## config.mk

```make
export PLATFORM = sky130hd
export DESIGN_NAME = xlat_cache
export DESIGN_NICKNAME = d
export VERILOG_FILES = /design/src/rtl/xlat_pkg.sv /design/src/rtl/xlat_match.sv /design/src/rtl/xlat_victim.sv /design/src/rtl/xlat_cache.sv
export SDC_FILE = /design/constraint.sdc
export NUM_CORES = 1
export LEC_CHECK = 0
export BUFFER_PORTS_ARGS = -buffer_cell sky130_fd_sc_hd__buf_2
export CAP_MARGIN = 15
export CORE_MARGIN = 8
export CORE_UTILIZATION = 40
export DETAILED_ROUTE_END_ITERATION = 12
export PLACE_DENSITY = 0.68
export SLEW_MARGIN = 20
export SYNTH_ARGS = -nofsm -noshare
export SYNTH_HDL_FRONTEND = slang
export SYNTH_SLANG_ARGS = --single-unit
```

## constraint.sdc

```tcl
create_clock -name clk -period 9.4 [get_ports clk]
set_clock_uncertainty 0.2 [all_clocks]
set_input_delay 1.88 -clock clk [delete_from_list [all_inputs] [get_ports clk]]
set_output_delay 1.88 -clock clk [all_outputs]
set_load 0.05 [all_outputs]
```

## src/rtl/xlat_pkg.sv

```systemverilog
package xlat_pkg;
    localparam int SEG_W   = 4;
    localparam int VPN_W   = 8;
    localparam int OFF_W   = 12;
    localparam int PFN_W   = 12;
    localparam int ENTRIES = 16;
    localparam int IDX_W   = $clog2(ENTRIES);
    localparam int PA_W    = PFN_W + OFF_W;

    typedef struct packed {
        logic             vld;
        logic [SEG_W-1:0] seg;
        logic [VPN_W-1:0] vpn;
        logic [PFN_W-1:0] pfn;
        logic             wr;
    } xent_t;

    typedef enum logic {
        ST_IDLE = 1'b0,
        ST_WALK = 1'b1
    } xst_t;

    typedef struct packed {
        xst_t                     st;
        xent_t [ENTRIES-1:0]      ent;
        logic  [IDX_W-1:0]        rr;
        logic  [SEG_W-1:0]        h_seg;
        logic  [VPN_W-1:0]        h_vpn;
        logic  [OFF_W-1:0]        h_off;
        logic                     h_wr;
    } xreg_t;
endpackage

```

## src/rtl/xlat_match.sv

```systemverilog
module xlat_match
    import xlat_pkg::*;
(
    input  xent_t [ENTRIES-1:0] ent,
    input  logic  [SEG_W-1:0]   key_seg,
    input  logic  [VPN_W-1:0]   key_vpn,
    output logic                hit,
    output logic  [IDX_W-1:0]   hit_idx
);
    logic [ENTRIES-1:0] match;

    genvar g;
    generate
        for (g = 0; g < ENTRIES; g++) begin : g_cmp
            assign match[g] = ent[g].vld && (ent[g].seg == key_seg) && (ent[g].vpn == key_vpn);
        end
    endgenerate

    // Tags are unique, so an OR of the matching indices is the encoded index.
    always_comb begin
        hit_idx = '0;
        for (int i = 0; i < ENTRIES; i++) begin
            if (match[i]) hit_idx = hit_idx | IDX_W'(i);
        end
    end

    assign hit = |match;
endmodule

```

## src/rtl/xlat_victim.sv

```systemverilog
module xlat_victim
    import xlat_pkg::*;
(
    input  logic [ENTRIES-1:0] vld,
    input  logic [IDX_W-1:0]   rr,
    output logic [IDX_W-1:0]   victim,
    output logic               use_rr
);
    // Descending scan: the last assignment wins, so the lowest empty slot is chosen.
    always_comb begin
        victim = rr;
        use_rr = 1'b1;
        for (int i = ENTRIES - 1; i >= 0; i--) begin
            if (!vld[i]) begin
                victim = IDX_W'(i);
                use_rr = 1'b0;
            end
        end
    end
endmodule

```

## src/rtl/xlat_cache.sv

```systemverilog
module xlat_cache
    import xlat_pkg::*;
(
    input  logic             clk,
    input  logic             rst_n,
    input  logic             req_valid,
    output logic             req_ready,
    input  logic [SEG_W-1:0] req_seg,
    input  logic [VPN_W-1:0] req_vpn,
    input  logic [OFF_W-1:0] req_off,
    input  logic             req_write,
    output logic             resp_valid,
    output logic [PA_W-1:0]  resp_paddr,
    output logic             resp_fault,
    output logic             walk_req,
    output logic [SEG_W-1:0] walk_seg,
    output logic [VPN_W-1:0] walk_vpn,
    input  logic             fill_valid,
    input  logic [PFN_W-1:0] fill_pfn,
    input  logic             fill_wr,
    input  logic             flush
);
    localparam logic [IDX_W-1:0] RR_LAST = IDX_W'(ENTRIES - 1);

    xreg_t q, d;

    logic               waiting;
    logic [SEG_W-1:0]   key_seg;
    logic [VPN_W-1:0]   key_vpn;
    logic [ENTRIES-1:0] vld_vec;
    logic               hit;
    logic [IDX_W-1:0]   hit_idx;
    logic [IDX_W-1:0]   victim;
    logic               use_rr;
    logic [IDX_W-1:0]   slot;
    xent_t              sel;

    assign waiting = (q.st == ST_WALK);
    // While a walk is pending the matcher looks at the held key (refill dedup).
    assign key_seg = waiting ? q.h_seg : req_seg;
    assign key_vpn = waiting ? q.h_vpn : req_vpn;

    genvar g;
    generate
        for (g = 0; g < ENTRIES; g++) begin : g_vld
            assign vld_vec[g] = q.ent[g].vld;
        end
    endgenerate

    xlat_match u_match (
        .ent     (q.ent),
        .key_seg (key_seg),
        .key_vpn (key_vpn),
        .hit     (hit),
        .hit_idx (hit_idx)
    );

    xlat_victim u_victim (
        .vld    (vld_vec),
        .rr     (q.rr),
        .victim (victim),
        .use_rr (use_rr)
    );

    always_comb begin
        d          = q;
        resp_valid = 1'b0;
        resp_paddr = '0;
        resp_fault = 1'b0;
        sel        = q.ent[hit_idx];
        slot       = hit ? hit_idx : victim;

        case (q.st)
            ST_IDLE: begin
                if (req_valid && !flush) begin
                    if (hit) begin
                        resp_valid = 1'b1;
                        resp_paddr = {sel.pfn, req_off};
                        resp_fault = req_write && !sel.wr;
                    end else begin
                        d.st    = ST_WALK;
                        d.h_seg = req_seg;
                        d.h_vpn = req_vpn;
                        d.h_off = req_off;
                        d.h_wr  = req_write;
                    end
                end
            end
            ST_WALK: begin
                if (fill_valid) begin
                    resp_valid     = 1'b1;
                    resp_paddr     = {fill_pfn, q.h_off};
                    resp_fault     = q.h_wr && !fill_wr;
                    d.ent[slot].vld = 1'b1;
                    d.ent[slot].seg = q.h_seg;
                    d.ent[slot].vpn = q.h_vpn;
                    d.ent[slot].pfn = fill_pfn;
                    d.ent[slot].wr  = fill_wr;
                    if (!hit && use_rr) begin
                        d.rr = (q.rr == RR_LAST) ? '0 : q.rr + 1'b1;
                    end
                    d.st = ST_IDLE;
                end
            end
            default: d.st = ST_IDLE;
        endcase

        if (flush) begin
            for (int i = 0; i < ENTRIES; i++) begin
                d.ent[i].vld = 1'b0;
            end
        end
    end

    always_ff @(posedge clk or negedge rst_n) begin
        if (!rst_n) q <= '0;
        else        q <= d;
    end

    assign req_ready = !waiting && !flush;
    assign walk_req  = waiting;
    assign walk_seg  = q.h_seg;
    assign walk_vpn  = q.h_vpn;
endmodule

```

==> results of run 1 <==
## cells in the mapped netlist, types with 12 or more instances
library cell and number:
dfrtp_1 446, mux2_2 369, xnor2_1 192, mux2i_1 113, nor4_1 64, clkbuf_1 58
mux2_4 49, nand2_1 42, nand4_1 37, nor2_1 35, buf_2 33, nand3_1 31
nor3_1 27, buf_4 25, a22oi_1 24, buf_6 19, inv_1 14, a21oi_1 13
mux2_1 13, o2111ai_1 13, a22o_1 12, mux2i_4 12
## kinds of logic (layout without fill, tap and decap cells)
| group | after synthesis | after routing | synth area share |
|---|---|---|---|
| mux | 556 | 556 | 0.286 |
| buf+inv | 150 | 215 | 0.0380 |
| xor+xnor | 193 | 193 | 0.0750 |
| simple gates | 292 | 292 | 0.0734 |
| compound gates | 97 | 97 | 0.0324 |
| flops | 446 | 446 | 0.495 |
| fa+ha+maj | 1 | 1 | 0.000555 |
## worst max-delay path, cell delays in order
cell and delay [ps]:
buf_2 120, mux2i_4 800, xnor2_1 220, nor4_1 380
nand4_1 250, nand4_1 450, a21o_1 950, a22oi_1 220
o211ai_1 230, nand2_1 110, buf_2 230
## power by group
group	internal (mW)	switching (mW)
logic	0.291	0.437
clock network	1.20	0.816
registers	2.03	0.169
total	3.53	1.42
## state kept, by name (all words and copies together) (netlist names)
signal	count
q	433
walk_vpn	8
walk_seg	4
walk_req	1
## worst paths after layout
path | from | to | slack [ps] | cells past startpoint
worst min register to register | q[34] | q[34] | 290 | 1
max in group asynchronous | rst_n | q[309] | 5750 | 3
worst min-delay path | q[34] | q[34] | 290 | 1
min in group asynchronous | rst_n | walk_vpn[1] | 1170 | 1
worst max register to register | walk_req | q[266] | 2780 | 11
worst max-delay path | req_vpn[7] | resp_paddr[23] | 1420 | 11
## metal layers
metal	share of wire	GRT usage
met1	0.44	0.257
met2	0.48	0.316
met3	0.051	0.0308
met4	0.033	0.0723
met5	0.00048	0
## through the flow
| stage | setup WS (ps) | instance area (sq um) |
|---|---|---|
| floorplan | 2610 | 22500 |
| global placement | 1550 | 23400 |
| detailed placement | 1540 | 23400 |
| CTS | 1530 | 25000 |
| global route | 1270 | 25100 |
| finish | 1420 | 25100 |
## area by class of cell
class | count | share of cell area
multi-input combinational | 1139 | 0.421
timing repair buffer | 111 | 0.0264
inverter | 14 | 0.00210
sequential | 446 | 0.445
tap | 756 | 0.0377
clock inverter | 13 | 0.00799
clock buffer | 77 | 0.0596
==> run summary, run 1 <==
RSZ-0062 raised after global routing: no
Yosys cell types: 55
layout cells sized above 1: 0.361
Max Root-Sink Buffers: 3
die area: 64,200 sq um
Routed Antenna Nets: 0
Fin Setup TNS: 0 ps
maximum VDD drop: 0.000116 V
DR DRC count: 0
Post-synth ARST share: 1.00
Fill cells: 4,977
Initial Util: 0.402
post-synthesis sequential area ratio: 0.495
Cell Rows: 87
Finished Layout Cells: 2,556
crit path max fanout: 24
Synth top area share: 0.495
CTS buffer count: 50
Die Span Y: 253 um
worst-margin pin slew: 1200 ps
Total Power: 4.95 mW
final hold slack: 292 ps
status: complete, no violations
post-layout net count: 1,806
vias in the first global route: 15,302
Clk pin slew, worst setup/hold paths: 60 ps
Die Wd: 253 um
area of the multi-input gates: 10,600 sq um
CP startpoint kind: input pin
clk sink count: 446
min Tclk post-route: 7980 ps
detailed-route vias per instance: 5.64
Core Util, Final: 0.447
Period Utilization, post-route: 0.849
initial drt markers: 1,109
Power Dens Cells: 197 nW/um^2
largest net degree at the start of global routing: 142
WL/cell: 24.4 um
port buffer count: 82
Final Setup Violations: 0
leading post-synthesis cells by cell area: dfrtp_1 (50%), mux2_2 (18%), xnor2_1 (7.5%)
post_cts resized: 0
ant diodes: 0
synthesized area: 22,500 sq um
Top Ports: 83
initial antenna violation count: 3
Post-synth top flop: dfrtp_1
Core Region: 56,100 sq um
CP endpoint kind: output port
Seq. cell area: 11,200 sq um
Leakage: 11.9 nW
area delta synth->final: 11.2%
top achievable clock speed: 125 MHz
first-pass GRT wire length: 95.4 mm
dpl hpwl: 38.8 mm
final RePlAce weighted congestion: 0.898
Final Hold Fails: 0
Post-synth EDFFs: 0
Post-CTS Setup Bufs: 0
Req. time, crit path: 7320 ps
Slew Limit Fails: 0
# Max-Cap Violations: 0
Post-Place Cells: 2,465
Worst Hold Class: flip-flop to flip-flop
CP Class: input pin to output port
GRT overflow: 0
Synth Net Count: 1,779
root buf cell: clkbuf_16
most common cell after layout, fill and taps aside: dfrtp_1
Worst-Skew Late Latency: 610 ps
WL final: 62.4 mm
arrival time worst endpoint: 5900 ps
Syn Inst Count: 1,735
flops & latches, synth: 446
Worst slew margin: 0.201
Avg Inst Size Synth: 13.0 sq um
CTS tree: done
htree depth: 2
Total GRT Usage: 0.193
DRT Pass-1 Iters: 5
yosys warns: 0
dominant cell type by area after synthesis: dfrtp_1
most frequent cells in the layout: dfrtp_1 (445), mux2_2 (369), xnor2_1 (192)
via count: 14,407
CTS Hold Buffers Added: 0
No activity file was read; power rests on OpenSTA's default activity.
==> run 2, diff against run 1 <==
==> constraint.sdc (replaced) <==
create_clock -name clk -period 7.7 [get_ports clk]
set_clock_uncertainty 0.2 [all_clocks]
set_input_delay 1.54 -clock clk [delete_from_list [all_inputs] [get_ports clk]]
set_output_delay 1.54 -clock clk [all_outputs]
set_load 0.05 [all_outputs]
==> run 2 against run 1 <==
Compared with the run above:
- setup slack worse by 790 ps
- die area unchanged
- count of clock-buffer cells in the layout shrank 14
- register-to-register slack worse by 1300 ps
- non-clock buffer count is 22 higher
- sequential cell count is the same
- critical endpoint is now resp_paddr[12]
- largest cell class unchanged
- largest power group unchanged
- highest routed layer unchanged
==> run summary, run 2 (synthesis results as in run 1) <==
WL final: 60.7 mm (was 62.4 mm)
htree depth: 2 (unchanged)
most common cell after layout, fill and taps aside: dfrtp_1 (unchanged)
dpl hpwl: 37.7 mm (was 38.8 mm)
Bufs and invs on worst path: 3 (was 2)
Top Ports: 83 (unchanged)
most frequent cells in the layout: dfrtp_1 (445), mux2_2 (369), xnor2_1 (192) (unchanged)
Initial Util: 0.402 (unchanged)
final setup margin: 635 ps (was 1420 ps)
slowest stage delay, CP: 950 ps (about the same)
logic gate share of total power: 0.149 (was 0.147)
area delta synth->final: 12.5% (was 11.2%)
CTS tree: done (unchanged)
vias in the first global route: 15,217 (was 15,302)
clock share of power: 0.417 (was 0.408)
# Max-Cap Violations: 0 (unchanged)
DRT Pass-1 Iters: 5 (unchanged)
cell count of the worst reg-to-reg path: 12 (was 11)
min Tclk post-route: 7060 ps
Final Setup Violations: 0 (unchanged)
ant diodes: 0 (unchanged)
Clk pin slew, worst setup/hold paths: 60 ps (about the same)
Req. time, crit path: 5960 ps (was 7320 ps)
first-pass GRT wire length: 93.8 mm (was 95.4 mm)
CTS buffer count: 50 (unchanged)
Power Dens Cells: 242 nW/um^2 (was 197 nW/um^2)
post-layout net count: 1,828 (was 1,806)
detailed-route vias per instance: 5.62 (was 5.64)
Sequential Power Share: 0.435 (was 0.445)
CP endpoint kind: output port (unchanged)
worst-margin pin slew: 1100 ps (was 1200 ps)
Internal: 4.39 mW (was 3.53 mW)
Worst Hold Class: flip-flop to flip-flop (unchanged)
GRT overflow: 0 (unchanged)
number of flip-flops in the largest register: 433 (unchanged)
RSZ-0062 raised after global routing: no (unchanged)
Worst slew margin: 0.266 (was 0.201)
status: complete, no violations (unchanged)
worst-path cell chain: mux2i_4, buf_4, xnor2_1, nor4_1, nand4_1, nand4_1, nor4_4, nor4_2, buf_4, o2111ai_1, nand3_1, buf_2 (was buf_2, mux2i_4, xnor2_1, nor4_1, nand4_1, nand4_1, a21o_1, a22oi_1, o211ai_1, nand2_1, buf_2)
clk sink count: 446 (unchanged)
post_cts resized: 0 (unchanged)
Fin Setup TNS: 0 ps (unchanged)
Final Hold Fails: 0 (unchanged)
Worst path depth: 12 (was 11)
Setup WS pre-CTS: 805 ps (was 1540 ps)
Cell Rows: 87 (unchanged)
Slew Limit Fails: 0 (unchanged)
final RePlAce weighted congestion: 0.885 (was 0.898)
arrival time worst endpoint: 5320 ps (was 5900 ps)
Routed Antenna Nets: 0 (unchanged)
CP Class: flip-flop to output port (was input pin to output port)
Worst-Skew Late Latency: 610 ps (about the same)
maximum VDD drop: 0.000174 V (was 0.000116 V)
critical path's slowest cell: dfrtp_2 (was a21o_1)
Leakage: 12.1 nW (was 11.9 nW)
Biggest register: q (unchanged)
Period Utilization, post-route: 0.917
root buf cell: clkbuf_16 (unchanged)
Fill cells: 5,055 (was 4,977)
largest net degree at the start of global routing: 160 (was 142)
CP startpoint kind: flip-flop (was input pin)
CP top delay family: simple AND/OR/NAND/NOR gates (was compound AO/OA/AOI/OAI gates)
Post-CTS Setup Bufs: 0 (unchanged)
Die Wd: 253 um (unchanged)
Die Span Y: 253 um (unchanged)
crit path max fanout: 16 (was 24)
switching part of the total: 0.285 (was 0.287)
initial drt markers: 1,285 (was 1,109)
Worst Hold Depth: 1 (unchanged)
die area: 64,200 sq um (unchanged)
DR DRC count: 0 (unchanged)
WL/cell: 23.5 um (was 24.4 um)
via count: 14,497 (was 14,407)
Core Region: 56,100 sq um (unchanged)
P_sw: 1.75 mW (was 1.42 mW)
Max Root-Sink Buffers: 3 (unchanged)
layout cells sized above 1: 0.371 (was 0.361)
port buffer count: 82 (unchanged)
initial antenna violation count: 2 (was 3)
top achievable clock speed: 142 MHz
Total GRT Usage: 0.188 (was 0.193)
CTS Hold Buffers Added: 0 (unchanged)
-- run 2: changes by cell type in the layout (fill, tap and decap cells not counted), moves of 2 or more --
cell	change
buf_12	+4
bufinv_16	+4
clkinv_2	+4
clkbuf_8	-8
clkinv_8	+2
clkinvlp_4	+3
and3_1	+2
inv_6	-2
clkbuf_1	-6
and3_2	-2
buf_4	+19
clkinv_4	+2
inv_16	+2
-- run 2: layer usage --
layer  vias up  track usage  share of wire
met5         -            0        0.00021
met4         2       0.0636          0.033
met3       127       0.0335          0.058
met2       466        0.309           0.48
met1      7552        0.250           0.43
li1       6350            -              -
-- run 2: power by group through the flow --
stage               Clock (mW)  Sequential [mW]  Combinational [mW]
floorplan                    0             2.59               0.720
global placement             0             2.70               0.891
detailed placement           0             2.71               0.905
CTS                       2.61             2.67               0.912
global route              2.71             2.68               0.984
finish                    2.56             2.67               0.913
-- run 2: area by class of cell --
class / count / area, sq um / share of cell area
Clock buffer: 63 / 1360 / 0.0536
Sequential cell: 446 / 11200 / 0.440
Clock inverter: 28 / 417 / 0.0164
Inverter: 14 / 52.6 / 0.00207
Multi-Input combinational cell: 1139 / 10500 / 0.416
Tap cell: 756 / 946 / 0.0373
Timing Repair Buffer: 133 / 870 / 0.0343
-- run 2: final timing paths --
check                               from             end  slack [ps]
worst max-delay path            walk_req  resp_paddr[12]         640
worst min-delay path               q[34]           q[34]         290
worst max register to register  walk_req          q[387]        1440
worst min register to register     q[34]           q[34]         290
max in group asynchronous          rst_n          q[281]        5190
min in group asynchronous          rst_n          q[156]         750
-- run 2: stage by stage --
stage                      util  area [sq um]  instances  hold WS, ps  power (mW)
after floorplan               -         22500       1735          258        3.31
after detailed placement  0.421         23600       2488          275        3.61
after global placement    0.421         23600       2488          267        3.59
after global routing      0.452         25400       2579          294        6.38
after CTS                 0.452         25400       2579          289        6.19
final                     0.452         25400       2579          290        6.14
==> run 3, diff against run 2 <==
--- a/config.mk
+++ b/config.mk
@@ -7,6 +7,7 @@
 export LEC_CHECK = 0
 export BUFFER_PORTS_ARGS = -buffer_cell sky130_fd_sc_hd__buf_2
 export CAP_MARGIN = 15
+export CORE_ASPECT_RATIO = 1.1
 export CORE_MARGIN = 8
 export CORE_UTILIZATION = 40
 export DETAILED_ROUTE_END_ITERATION = 12
==> run 3 against run 2 <==
Compared with the run above:
- die area is essentially flat
- sequential cell count is the same
- final cell count shrank 0.70%
- largest power group unchanged
- largest cell class unchanged
- core utilization shrank 0.31 points
==> run summary, run 3 (synthesis results as in run 1) <==
area of the multi-input gates: 10,500 sq um (about the same)
Clk pin slew, worst setup/hold paths: 60 ps (about the same)
Final Hold Fails: 0 (unchanged)
min Tclk post-route: 7180 ps (was 7060 ps)
post_cts resized: 0 (unchanged)
dpl hpwl: 38.0 mm (was 37.7 mm)
Core Util, Final: 0.449 (was 0.452)
CP endpoint kind: output port (unchanged)
area delta synth->final: 11.4% (was 12.5%)
WL final: 60.6 mm (was 60.7 mm)
crit-path most repeated cell: buf_4
Worst slew margin: 0.242 (was 0.266)
crit path max fanout: 24 (was 16)
Total GRT Usage: 0.186 (was 0.188)
DRT Pass-1 Iters: 5 (unchanged)
port buffer count: 82 (unchanged)
Die Wd: 242 um (was 253 um)
Initial Util: 0.403 (was 0.402)
GRT overflow: 0 (unchanged)
Req. time, crit path: 5960 ps (about the same)
status: complete, no violations (unchanged)
critical path's slowest cell: dfrtp_1 (was dfrtp_2)
worst-margin pin slew: 1140 ps (was 1100 ps)
Biggest register: q (unchanged)
Worst R2R End: q[368] (was q[387])
via count: 14,481 (was 14,497)
initial drt markers: 1,078 (was 1,285)
Fill cells: 4,970 (was 5,055)
largest net degree at the start of global routing: 126 (was 160)
final hold slack: 291 ps (was 290 ps)
arrival time worst endpoint: 5440 ps (was 5320 ps)
Max Root-Sink Buffers: 3 (unchanged)
most common cell after layout, fill and taps aside: dfrtp_1 (unchanged)
cell count of the worst reg-to-reg path: 12 (unchanged)
CP startpoint kind: flip-flop (unchanged)
hold-critical path endpoint: q[34] (unchanged)
Routed Antenna Nets: 0 (unchanged)
CTS tree: done (unchanged)
DR DRC count: 0 (unchanged)
die area: 64,200 sq um (about the same)
Die Span Y: 265 um (was 253 um)
# Max-Cap Violations: 0 (unchanged)
htree depth: 2 (unchanged)
Final Setup Violations: 0 (unchanged)
post-layout net count: 1,828 (unchanged)
R2R Setup Slk: 1490 ps (was 1440 ps)
RSZ-0062 raised after global routing: no (unchanged)
most frequent cells in the layout: dfrtp_1 (446), mux2_2 (369), xnor2_1 (192) (was dfrtp_1 (445), mux2_2 (369), xnor2_1 (192))
layout cells sized above 1: 0.364 (was 0.371)
WL/cell: 23.7 um (was 23.5 um)
final RePlAce weighted congestion: 0.827 (was 0.885)
CP Class: flip-flop to output port (unchanged)
vias in the first global route: 15,426 (was 15,217)
Power Dens Cells: 235 nW/um^2 (was 242 nW/um^2)
initial antenna violation count: 3 (was 2)
Seq. cell area: 11,200 sq um (about the same)
HP Start: q[34] (unchanged)
Post-CTS Setup Bufs: 0 (unchanged)
CTS Hold Buffers Added: 0 (unchanged)
clk sink count: 446 (unchanged)
Top Ports: 83 (unchanged)
Cell Rows: 91 (was 87)
Worst Hold Depth: 1 (unchanged)
Leakage: 12.0 nW (was 12.1 nW)
slowest stage delay, CP: 860 ps (was 950 ps)
Worst-Skew Late Latency: 620 ps (was 610 ps)
detailed-route vias per instance: 5.65 (was 5.62)
Core Region: 55,900 sq um (was 56,100 sq um)
worst r2r src: walk_req (unchanged)
worst-path cell chain: buf_4, mux2i_4, buf_4, xnor2_1, nor4_1, nand4_1, nand4_1, or2_2, nor2b_2, buf_4, nand2_1, o2111ai_1, nand3_1, buf_2 (was mux2i_4, buf_4, xnor2_1, nor4_1, nand4_1, nand4_1, nor4_4, nor4_2, buf_4, o2111ai_1, nand3_1, buf_2)
first-pass GRT wire length: 94.1 mm (was 93.8 mm)
maximum VDD drop: 0.000173 V (was 0.000174 V)
CTS buffer count: 49 (was 50)
Fin Setup TNS: 0 ps (unchanged)
root buf cell: clkbuf_16 (unchanged)
top achievable clock speed: 139 MHz (was 142 MHz)
number of flip-flops in the largest register: 433 (unchanged)
Worst Hold Class: flip-flop to flip-flop (unchanged)
Period Utilization, post-route: 0.932 (was 0.917)
Slew Limit Fails: 0 (unchanged)
==> run 3: final cells by class <==
type | instances | share of cell area
Sequential cell | 446 | 0.444
Clock buffer | 71 | 0.0553
Multi-Input combinational cell | 1139 | 0.420
Tap cell | 744 | 0.0371
Clock inverter | 11 | 0.00723
Antenna cell | 2 | 0.000199
Timing Repair Buffer | 134 | 0.0338
Inverter | 14 | 0.00209
==> run 3: worst max path at each step <==
stage	cells past startpoint	end	slack, ps	startpoint
3_5_place_dp	14	resp_paddr[23]	630	req_seg[0]
5_1_grt	14	resp_paddr[23]	300	walk_req
3_3_place_gp	14	resp_paddr[23]	600	req_seg[0]
4_1_cts	14	resp_paddr[23]	490	walk_req
6_report	14	resp_paddr[21]	520	walk_req
2_1_floorplan	14	resp_paddr[21]	1590	req_vpn[2]
==> run 3: power by group <==
| group | total, mW | internal, mW | switching [mW] |
|---|---|---|---|
| combinational | 0.924 | 0.365 | 0.559 |
| sequential | 2.65 | 2.48 | 0.170 |
| clock | 2.32 | 1.35 | 0.966 |
| total | 5.89 | 4.20 | 1.69 |
==> run 3: layer usage <==
metal	track usage	wire, um
met3	0.0313	3170
met2	0.316	29600
met4	0.0688	2260
met5	0	11
met1	0.237	25600
==> run 3: critical path, delay by kind of cell, from the launching register on <==
kind / cells / cell delay (ps)
AND/OR/NAND/NOR: 7 / 1860
buffers and inverters: 4 / 1420
flip-flops: 1 / 860
multiplexers: 1 / 250
XOR/XNOR: 1 / 230
AO/OA/AOI/OAI: 1 / 160
==> run 3: through the flow <==
stage / area [sq um] / std cells / worst slack [ps] / power (mW)
final: 25100 / 2561 / 520 / 5.89
after global routing: 25100 / 2560 / 299 / 6.12
after CTS: 25100 / 2559 / 487 / 5.95
after detailed placement: 23500 / 2477 / 633 / 3.61
after global placement: 23500 / 2477 / 599 / 3.59
after floorplan: 22500 / 1735 / 1590 / 3.31
